==> config.mk <==
export PLATFORM = sky130hd
export DESIGN_NAME = alu8_dec
export DESIGN_NICKNAME = d
export VERILOG_FILES = /design/src/rtl/alu8_pkg.sv /design/src/rtl/alu8_logic.sv /design/src/rtl/alu8_shift.sv /design/src/rtl/alu8_adder.sv /design/src/rtl/alu8_dec.sv
export SDC_FILE = /design/constraint.sdc
export NUM_CORES = 1
export LEC_CHECK = 0
export BUFFER_PORTS_ARGS = -buffer_cell sky130_fd_sc_hd__clkbuf_2
export CORE_MARGIN = 1
export CORE_UTILIZATION = 30
export DETAILED_ROUTE_END_ITERATION = 12
export PLACE_DENSITY = 0.61
export SYNTH_ARGS = -nofsm -noshare
export SYNTH_HDL_FRONTEND = slang
export SYNTH_SLANG_ARGS = --single-unit
export TNS_END_PERCENT = 30
==> constraint.sdc <==
create_clock -name vclk -period 6.7
set_clock_uncertainty 0.1 [all_clocks]
set_input_delay 0.67 -clock vclk [all_inputs]
set_output_delay 0.67 -clock vclk [all_outputs]
set_load 0.1 [all_outputs]
==> src/rtl/alu8_pkg.sv <==
package alu8_pkg;

  localparam int OP_W = 4;

  typedef enum logic [OP_W-1:0] {
    OP_AND = 4'd0,
    OP_EOR = 4'd1,
    OP_ORA = 4'd2,
    OP_BIT = 4'd3,
    OP_ASL = 4'd4,
    OP_LSR = 4'd5,
    OP_ROL = 4'd6,
    OP_ROR = 4'd7,
    OP_ADC = 4'd8,
    OP_SBC = 4'd9,
    OP_INC = 4'd10,
    OP_DEC = 4'd11,
    OP_CMP = 4'd12
  } alu_op_e;

endpackage

==> src/rtl/alu8_logic.sv <==
module alu8_logic
  import alu8_pkg::*;
#(
  parameter int WIDTH = 8
) (
  input  alu_op_e          lg_op,
  input  logic [WIDTH-1:0] lg_a,
  input  logic [WIDTH-1:0] lg_m,
  output logic [WIDTH-1:0] lg_res,
  output logic             tst_n,
  output logic             tst_v,
  output logic             tst_z
);

  logic [WIDTH-1:0] masked;

  assign masked = lg_a & lg_m;

  always_comb begin
    case (lg_op)
      OP_EOR:  lg_res = lg_a ^ lg_m;
      OP_ORA:  lg_res = lg_a | lg_m;
      default: lg_res = masked;
    endcase
  end

  // bit test: flags only
  assign tst_z = (masked == '0);
  assign tst_v = lg_m[WIDTH-2];
  assign tst_n = lg_m[WIDTH-1];

endmodule

==> src/rtl/alu8_shift.sv <==
module alu8_shift
  import alu8_pkg::*;
#(
  parameter int WIDTH = 8
) (
  input  alu_op_e          sh_op,
  input  logic [WIDTH-1:0] sh_in,
  input  logic             sh_cin,
  output logic [WIDTH-1:0] sh_res,
  output logic             sh_cout
);

  logic fill_lo;
  logic fill_hi;

  // rotates feed the old carry in; plain shifts feed zero
  assign fill_lo = (sh_op == OP_ROL) ? sh_cin : 1'b0;
  assign fill_hi = (sh_op == OP_ROR) ? sh_cin : 1'b0;

  always_comb begin
    case (sh_op)
      OP_LSR, OP_ROR: begin
        sh_res  = {fill_hi, sh_in[WIDTH-1:1]};
        sh_cout = sh_in[0];
      end
      default: begin
        sh_res  = {sh_in[WIDTH-2:0], fill_lo};
        sh_cout = sh_in[WIDTH-1];
      end
    endcase
  end

endmodule

==> src/rtl/alu8_adder.sv <==
module alu8_adder #(
  parameter int WIDTH      = 8,
  parameter bit DECIMAL_EN = 1'b1
) (
  input  logic [WIDTH-1:0] add_a,
  input  logic [WIDTH-1:0] add_b,
  input  logic             add_cin,
  input  logic             add_dec,
  input  logic             add_sub,
  output logic [WIDTH-1:0] add_sum,
  output logic             add_cout,
  output logic             add_ovf
);

  localparam int NIB = WIDTH / 4;

  // Digit-serial decimal chain. add_b is already complemented for a subtract.
  // Add: a digit sum above 9 gets +6 and carries.
  // Subtract: a digit with no carry out (a borrow) gets -6.
  function automatic logic [WIDTH:0] bcd_chain(
    input logic [WIDTH-1:0] a,
    input logic [WIDTH-1:0] b,
    input logic             cin,
    input logic             sub
  );
    logic             c;
    logic [4:0]       s;
    logic [WIDTH-1:0] r;
    c = cin;
    r = '0;
    for (int i = 0; i < NIB; i++) begin
      s = {1'b0, a[4*i +: 4]} + {1'b0, b[4*i +: 4]} + {4'b0, c};
      if (!sub) begin
        if (s > 5'd9) begin
          s = s + 5'd6;
          c = 1'b1;
        end else begin
          c = 1'b0;
        end
      end else begin
        c = s[4];
        if (!c) s = s - 5'd6;
      end
      r[4*i +: 4] = s[3:0];
    end
    return {c, r};
  endfunction

  logic [WIDTH:0] bin_full;

  assign bin_full = {1'b0, add_a} + {1'b0, add_b} + {{WIDTH{1'b0}}, add_cin};
  assign add_ovf  = (add_a[WIDTH-1] == add_b[WIDTH-1]) &&
                    (bin_full[WIDTH-1] != add_a[WIDTH-1]);

  generate
    if (DECIMAL_EN) begin : g_dec
      logic [WIDTH:0] dec_full;
      always_comb dec_full = bcd_chain(add_a, add_b, add_cin, add_sub);
      assign {add_cout, add_sum} = add_dec ? dec_full : bin_full;
    end else begin : g_bin
      assign {add_cout, add_sum} = bin_full;
    end
  endgenerate

endmodule

==> src/rtl/alu8_dec.sv <==
module alu8_dec
  import alu8_pkg::*;
#(
  parameter int WIDTH      = 8,
  parameter bit DECIMAL_EN = 1'b1
) (
  input  logic [OP_W-1:0]  op,
  input  logic [WIDTH-1:0] acc,
  input  logic [WIDTH-1:0] opnd,
  input  logic             carry_in,
  input  logic             dec_mode,
  output logic [WIDTH-1:0] result,
  output logic             res_we,
  output logic             flag_n,
  output logic             flag_v,
  output logic             flag_z,
  output logic             flag_c,
  output logic             we_n,
  output logic             we_v,
  output logic             we_z,
  output logic             we_c
);

  alu_op_e op_e;
  assign op_e = alu_op_e'(op);

  // operation class decode, named for the checker
  logic is_logic, is_bit, is_shift, is_arith, is_step, is_cmp, known_op;

  assign is_logic = (op_e == OP_AND) || (op_e == OP_EOR) || (op_e == OP_ORA);
  assign is_bit   = (op_e == OP_BIT);
  assign is_shift = (op_e == OP_ASL) || (op_e == OP_LSR) ||
                    (op_e == OP_ROL) || (op_e == OP_ROR);
  assign is_arith = (op_e == OP_ADC) || (op_e == OP_SBC);
  assign is_step  = (op_e == OP_INC) || (op_e == OP_DEC);
  assign is_cmp   = (op_e == OP_CMP);
  assign known_op = is_logic | is_bit | is_shift | is_arith | is_step | is_cmp;

  // logic unit
  logic [WIDTH-1:0] lg_res;
  logic             tst_n, tst_v, tst_z;

  alu8_logic #(.WIDTH(WIDTH)) u_logic (
    .lg_op (op_e),
    .lg_a  (acc),
    .lg_m  (opnd),
    .lg_res(lg_res),
    .tst_n (tst_n),
    .tst_v (tst_v),
    .tst_z (tst_z)
  );

  // shifter
  logic [WIDTH-1:0] sh_res;
  logic             sh_cout;

  alu8_shift #(.WIDTH(WIDTH)) u_shift (
    .sh_op  (op_e),
    .sh_in  (opnd),
    .sh_cin (carry_in),
    .sh_res (sh_res),
    .sh_cout(sh_cout)
  );

  // shared adder operand steering
  logic [WIDTH-1:0] add_a, add_b, add_sum;
  logic             add_cin, add_dec, add_sub, add_cout, add_ovf;

  always_comb begin
    add_a   = acc;
    add_b   = opnd;
    add_cin = carry_in;
    add_dec = 1'b0;
    add_sub = 1'b0;
    case (op_e)
      OP_ADC: add_dec = dec_mode;
      OP_SBC: begin
        add_b   = ~opnd;
        add_dec = dec_mode;
        add_sub = 1'b1;
      end
      OP_INC: begin
        add_a   = opnd;
        add_b   = '0;
        add_cin = 1'b1;
      end
      OP_DEC: begin
        add_a   = opnd;
        add_b   = '1;
        add_cin = 1'b0;
      end
      OP_CMP: begin
        add_b   = ~opnd;
        add_cin = 1'b1;
      end
      default: ;
    endcase
  end

  alu8_adder #(.WIDTH(WIDTH), .DECIMAL_EN(DECIMAL_EN)) u_adder (
    .add_a   (add_a),
    .add_b   (add_b),
    .add_cin (add_cin),
    .add_dec (add_dec),
    .add_sub (add_sub),
    .add_sum (add_sum),
    .add_cout(add_cout),
    .add_ovf (add_ovf)
  );

  // result selection
  always_comb begin
    if (is_logic)      result = lg_res;
    else if (is_shift) result = sh_res;
    else if (is_bit)   result = acc;
    else               result = add_sum;
  end

  // flags and write-enables
  assign flag_n = is_bit ? tst_n : result[WIDTH-1];
  assign flag_z = is_bit ? tst_z : (result == '0);
  assign flag_v = is_bit ? tst_v : add_ovf;
  assign flag_c = is_shift ? sh_cout : add_cout;

  assign res_we = known_op & ~is_bit & ~is_cmp;
  assign we_n   = known_op;
  assign we_z   = known_op;
  assign we_v   = is_bit | is_arith;
  assign we_c   = is_shift | is_arith | is_cmp;

endmodule

==> results_tabular.tex, run 1 <==
\begin{tabular}{lr}
\hline
Metric & Value \\
\hline
\multicolumn{2}{l}{\textbf{Outcome}} \\
\quad Outcome & finished clean \\
\multicolumn{2}{l}{\textbf{Final layout}} \\
\quad Count of clock buffers in the final design & 0 \\
\quad Area growth from synthesis to layout & 31.8\% \\
\quad Share of post-route cells with drive strength above 1 & 29.2\% \\
\quad Sequential cell area & 0 um2 \\
\quad Net count, final & 456 \\
\quad Number of antenna diodes & 0 \\
\quad Number of sequential cells & 0 \\
\multicolumn{2}{l}{\textbf{Job}} \\
\quad \# Max-Cap Violations & 0 \\
\multicolumn{2}{l}{\textbf{Route}} \\
\quad \# DRC & 0 \\
\quad Ratio of routed vias to standard cells & 5.79 \\
\quad Initial DRT Pass Iterations & 5 \\
\quad Average detailed-routed wire length per instance & 16.8 um \\
\quad Via count & 2896 \\
\quad Detailed Route Iter0 Violations & 198 \\
\quad Total wire length & 8.40 mm \\
\quad Number of antenna-violating nets in the routed design & 0 \\
\multicolumn{2}{l}{\textbf{Yosys}} \\
\quad Post-Synthesis Mean Instance Area & 6.59 um2 \\
\quad Sequential element share of the synthesized area & 0\% \\
\quad Post-synth top area cell & ha\_1 \\
\quad Top cell types by occurrence after synthesis & nand2\_1 (45), a21oi\_1 (36), ha\_1 (28) \\
\quad Top-count cell post-synth & nand2\_1 \\
\quad Area contributors post-synth & ha\_1 (15\%), a21oi\_1 (7.7\%), nand2\_1 (7.2\%) \\
\quad Synth top area share & 14.9\% \\
\quad Number of instances in the synthesized netlist & 357 \\
\quad Number of distinct standard cells referenced by the synthesized netlist & 68 \\
\quad Area of the mapped netlist & 0.00235 mm2 \\
\quad Count of yosys warnings during synthesis & 0 \\
\quad Post-Syn Nets & 410 \\
\multicolumn{2}{l}{\textbf{Timing}} \\
\quad Minimum hold slack & 1.81 ns \\
\quad Post-layout minimum cycle time & 6.48 ns \\
\quad Final hold vios & 0 \\
\quad Setup-failing EPs final & 0 \\
\quad Worst-case headroom to the max-slew limit & 60.7\% \\
\quad Fmax & 154 MHz \\
\quad Tightest Pin Transition & 0.586 ns \\
\quad Fraction of the cycle the final worst path needs & 96.7\% \\
\quad Final-report max-slew violation count & 0 \\
\quad Setup slack after layout & 0.222 ns \\
\multicolumn{2}{l}{\textbf{Min path}} \\
\quad HP Class & in -> out \\
\quad Worst Hold Launch & opnd[0] \\
\multicolumn{2}{l}{\textbf{Setup path}} \\
\quad Kind of critical path & in -> out \\
\quad Startpoint class of the critical path & primary input \\
\quad Most common cell on crit path & fa\_2 \\
\quad CP max FO & 8 \\
\quad Critical path arrival & 5.71 ns \\
\quad Max stage delay on crit path & 0.58 ns \\
\quad CP startpoint & op[3] \\
\quad Crit path max-delay cell type & fa\_2 \\
\quad Required time reported for the critical path endpoint & 5.93 ns \\
\quad Kind of end point of the critical path & output pin \\
\multicolumn{2}{l}{\textbf{Power and ir drop}} \\
\quad Leak & 1.38 nW \\
\quad Cell Pwr Density & 194 mW/mm2 \\
\quad Peak supply drop & 147 uV \\
\multicolumn{2}{l}{\textbf{Floorplanning}} \\
\quad Chip Height & 90.6 um \\
\quad Placement Rows & 31 \\
\quad I/O pin count & 39 \\
\quad Core footprint & 0.00741 mm2 \\
\quad Starting density of the core & 31.8\% \\
\quad Die ar. & 0.00820 mm2 \\
\quad Die width & 90.6 um \\
\multicolumn{2}{l}{\textbf{GRT}} \\
\quad Global-route wire length before repair & 13.5 mm \\
\quad Total track usage & 19.8\% \\
\quad Vias in the first global route & 2670 \\
\quad Maximum number of pins on one net before global-route repair & 28 \\
\quad Aggregate global routing overflow & 0 \\
\quad Initial antenna violation count & 0 \\
\multicolumn{2}{l}{\textbf{Placed design}} \\
\quad Worst slack at placement & 0.0304 ns \\
\quad Number of I/O port buffers & 39 \\
\quad RD Place Congestion & 0.871 \\
\quad Detail Placement HPWL & 6.77 mm \\
\multicolumn{2}{l}{\textbf{CTS}} \\
\quad Hold-fix buffer count after cts & 0 \\
\hline
\end{tabular}
-- final cells by class --
type | instances | area, um2
Inverter | 29 | 109
Multi-Input combinational cell | 302 | 2340
Tap cell | 99 | 124
Fill cell | 790 | 4310
Timing Repair Buffer | 70 | 529
-- path summary, 6_finish.rpt --
check  cells past startpoint  slack, ns  endpoint
min                        4       1.81    flag_c
max                       26       0.22    flag_n
-- placed cells by master (no fill, tap or decap), types with 3 or more instances in the layout --
cell / instances
inv_1: 26
nor2_1: 23
a21oi_1: 34
xor2_1: 3
nor4_1: 3
o221ai_1: 3
ha_1: 24
o22ai_1: 5
o21ai_0: 22
o31ai_1: 3
o211ai_1: 3
a31oi_1: 5
ha_2: 4
and2_1: 3
mux2i_1: 12
nand3_1: 3
o21a_1: 4
a211oi_2: 3
buf_4: 31
nand2_1: 42
buf_12: 6
a21o_1: 5
nand2b_1: 5
fa_2: 3
o21ai_1: 6
nor3_1: 3
nor2b_1: 4
clkbuf_2: 30
xnor2_1: 8
a211oi_1: 7
-- critical path: cells and delay by family --
family,cells,cell delay [ns]
AO/OA/AOI/OAI,10,1.69
buffers and inverters,5,0.67
XOR/XNOR,1,0.18
AND/OR/NAND/NOR,5,0.89
adder cells (fa/ha/maj),5,1.58
-- power by group --
part	switching, mW	internal, mW
registers	0	0
logic	0.379	0.222
clock network	0	0
total	0.379	0.222
-- per-stage QoR --
stage	TNS, ns	util [%]	std cells	cell area [um2]	total power, mW
4_1_cts	0	40.3	495	2990	0.568
2_1_floorplan	-0.231	-	357	2600	0.434
3_3_place_gp	0	40.3	495	2990	0.559
3_5_place_dp	0	40.3	495	2990	0.566
5_1_grt	-0.0229	41.8	500	3100	0.643
6_report	0	41.8	500	3100	0.600
-- kinds of logic (layout without fill, tap and decap cells) --
logic type | count (synthesis) | in the layout | share of synthesized area, %
XOR/XNOR | 14 | 14 | 5.53
AND/OR/NAND/NOR | 110 | 110 | 22.7
buffers and inverters | 55 | 99 | 9.47
multiplexers | 15 | 15 | 7.02
adder cells (fa/ha/maj) | 32 | 32 | 17.9
AO/OA/AOI/OAI | 131 | 131 | 37.3
-- layer usage --
layer	up-vias	share of wire, %	global-route usage, %
met4	0	1.8	4.44
met1	1361	45	27.4
li1	1398	-	-
met3	14	6.0	1.43
met5	-	0	0
met2	123	47	33.3
-- timing repair --
action / in CTS / in global routing
setup endpoints to repair: 0 / 6
setup buffers: 0 / 5
gates resized for setup: 0 / 19
endpoints found under the hold margin: 0 / 0
Power figures use the tool's default switching activity.
==> run 2: changes to the inputs <==
--- a/config.mk
+++ b/config.mk
@@ -5,6 +5,7 @@
 export SDC_FILE = /design/constraint.sdc
 export NUM_CORES = 1
 export LEC_CHECK = 0
+export ABC_AREA = 1
 export BUFFER_PORTS_ARGS = -buffer_cell sky130_fd_sc_hd__clkbuf_2
 export CORE_MARGIN = 1
 export CORE_UTILIZATION = 30
==> results_tabular.tex, run 2 <==
\begin{tabular}{lr}
\hline
Metric & Value \\
\hline
\multicolumn{2}{l}{\textbf{Final layout}} \\
\quad Net count, final & 489 \\
\quad Number of sequential cells & 0 \\
\quad Post-route insts no fill & 530 \\
\quad Share of post-route cells with drive strength above 1 & 23.3\% \\
\quad Utilization of the core after routing & 38.9\% \\
\quad Most frequent cells in the layout & nand2\_1 (112), inv\_1 (59), clkbuf\_2 (32) \\
\quad Most common library cell in the layout ignoring fill and taps & nand2\_1 \\
\quad Number of antenna diodes & 0 \\
\quad Count of clock buffers in the final design & 0 \\
\quad Area growth from synthesis to layout & 25.5\% \\
\quad Sequential cell area & 0 um2 \\
\multicolumn{2}{l}{\textbf{Yosys}} \\
\quad Area contributors post-synth & nand2\_1 (20\%), ha\_1 (17\%), inv\_1 (11\%) \\
\quad Synth top area share & 20.3\% \\
\quad Sequential element share of the synthesized area & 0\% \\
\quad Number of instances in the synthesized netlist & 387 \\
\quad Count of yosys warnings during synthesis & 0 \\
\quad Post-Synthesis Mean Instance Area & 5.44 um2 \\
\quad Post-synth top area cell & nand2\_1 \\
\quad Post-Syn Nets & 440 \\
\quad Area of the mapped netlist & 0.00211 mm2 \\
\quad Top-count cell post-synth & nand2\_1 \\
\quad Top cell types by occurrence after synthesis & nand2\_1 (114), inv\_1 (60), o21ai\_0 (34) \\
\quad Number of distinct standard cells referenced by the synthesized netlist & 39 \\
\multicolumn{2}{l}{\textbf{Setup path}} \\
\quad Number of buffers and inverters on the critical path & 10 \\
\quad Kind of end point of the critical path & output pin \\
\quad Required time reported for the critical path endpoint & 5.93 ns \\
\quad Max stage delay on crit path & 0.38 ns \\
\quad Startpoint class of the critical path & primary input \\
\quad Critical path arrival & 5.61 ns \\
\quad Crit path max-delay cell type & fa\_2 \\
\quad Most common cell on crit path & nand2\_1 \\
\quad CP max FO & 6 \\
\quad Kind of critical path & in -> out \\
\quad Largest delay contributor family on the critical path & simple AND/OR/NAND/NOR gates \\
\multicolumn{2}{l}{\textbf{Power and ir drop}} \\
\quad Net Sw Power & 348 uW \\
\quad Share of power burned in combinational logic & 100.0\% \\
\quad Cell Int Power & 165 uW \\
\quad Sequential share of power & 0\% \\
\quad Switching share of power & 67.8\% \\
\quad Leak & 1.48 nW \\
\quad Proportion of power drawn by the clock network & 0\% \\
\quad Peak supply drop & 171 uV \\
\quad Cell Pwr Density & 194 mW/mm2 \\
\multicolumn{2}{l}{\textbf{Floorplanning}} \\
\quad I/O pin count & 39 \\
\quad Die width & 85.8 um \\
\quad Die ar. & 0.00736 mm2 \\
\quad Core footprint & 0.00679 mm2 \\
\quad Starting density of the core & 31.0\% \\
\quad Placement Rows & 30 \\
\quad Chip Height & 85.8 um \\
\multicolumn{2}{l}{\textbf{Route}} \\
\quad Ratio of routed vias to standard cells & 4.81 \\
\quad Number of antenna-violating nets in the routed design & 0 \\
\quad Initial DRT Pass Iterations & 5 \\
\quad Detailed Route Iter0 Violations & 152 \\
\quad \# DRC & 0 \\
\quad Total wire length & 6.86 mm \\
\quad Average detailed-routed wire length per instance & 12.9 um \\
\quad Via count & 2547 \\
\multicolumn{2}{l}{\textbf{Timing}} \\
\quad Final hold vios & 0 \\
\quad Fmax & 157 MHz \\
\quad Fraction of the cycle the final worst path needs & 95.2\% \\
\quad Post-layout minimum cycle time & 6.38 ns \\
\quad Worst-case headroom to the max-slew limit & 63.9\% \\
\quad Setup-failing EPs final & 0 \\
\quad Tightest Pin Transition & 0.543 ns \\
\quad Final-report max-slew violation count & 0 \\
\multicolumn{2}{l}{\textbf{GRT}} \\
\quad Initial antenna violation count & 0 \\
\quad Maximum number of pins on one net before global-route repair & 19 \\
\quad Total track usage & 17.8\% \\
\quad Global-route wire length before repair & 10.9 mm \\
\quad Vias in the first global route & 2338 \\
\quad Aggregate global routing overflow & 0 \\
\multicolumn{2}{l}{\textbf{Min path}} \\
\quad HP Class & in -> out \\
\multicolumn{2}{l}{\textbf{CTS}} \\
\quad Hold-fix buffer count after cts & 0 \\
\multicolumn{2}{l}{\textbf{Outcome}} \\
\quad Outcome & finished clean \\
\multicolumn{2}{l}{\textbf{Placed design}} \\
\quad Placed cell count & 520 \\
\quad Number of I/O port buffers & 39 \\
\quad RD Place Congestion & 0.921 \\
\quad Detail Placement HPWL & 5.59 mm \\
\multicolumn{2}{l}{\textbf{Job}} \\
\quad \# Max-Cap Violations & 0 \\
\hline
\end{tabular}
[run 2: power by group through the flow]
stage / Combinational, mW / Sequential, mW / Clock, mW
floorplan: 0.374 / 0 / 0
global placement: 0.482 / 0 / 0
detailed placement: 0.484 / 0 / 0
CTS: 0.486 / 0 / 0
global route: 0.559 / 0 / 0
finish: 0.513 / 0 / 0
[run 2: worst paths after layout]
| path | startpoint | slack (ns) | depth (start not counted) | endpoint |
|---|---|---|---|---|
| worst max-delay path | op[1] | 0.32 | 41 | flag_z |
| worst min-delay path | opnd[7] | 1.71 | 4 | flag_n |
[run 2: repair_timing]
action                                  in CTS  in global routing
buffers inserted                             0                  9
endpoints found under the hold margin        0                  0
endpoints found under the setup margin       0                  6
gates resized for setup                      0                 21
[run 2: worst min-delay path, cell delays in order]
cell and delay [ns]:
clkbuf_2 0.14, nand2_1 0.10, o21ai_2 0.07, buf_12 0.16
[run 2: layout make-up]
type,count,area (um2)
multi-input combinational,308,1850
inverter,73,280
timing repair buffer,53,393
tap,96,120
fill,764,4150
[run 2: stage by stage]
step	instance area, um2	hold WS (ns)	setup TNS [ns]	setup slack [ns]	power (mW)
finish	2640	1.71	0	0.325	0.513
global route	2640	1.73	-0.0278	-0.0278	0.559
CTS	2510	1.72	0	0.00435	0.486
detailed placement	2510	1.71	0	0.0143	0.484
global placement	2510	1.72	0	0.130	0.482
floorplan	2110	1.60	-0.129	-0.129	0.374
[run 2: logic make-up (layout without fill, tap and decap cells)]
logic type                 count (synthesis)  after routing  synth area share [%]
AOI/OAI and AO/OA                         87             87                  24.1
and+or+nand+nor                          186            187                  39.6
adders and majority gates                 31             31                  19.5
buffers and inverters                     80            126                  15.2
xor gates and xnor gates                   3              3                  1.60
[run 2: metal layers]
layer,global-route usage (%),vias to the layer above,routed length (um)
met5,0,-,0
met4,2.73,0,80
met3,0.289,7,281
met2,32.4,71,3340
met1,23.9,1126,3160
li1,-,1343,-
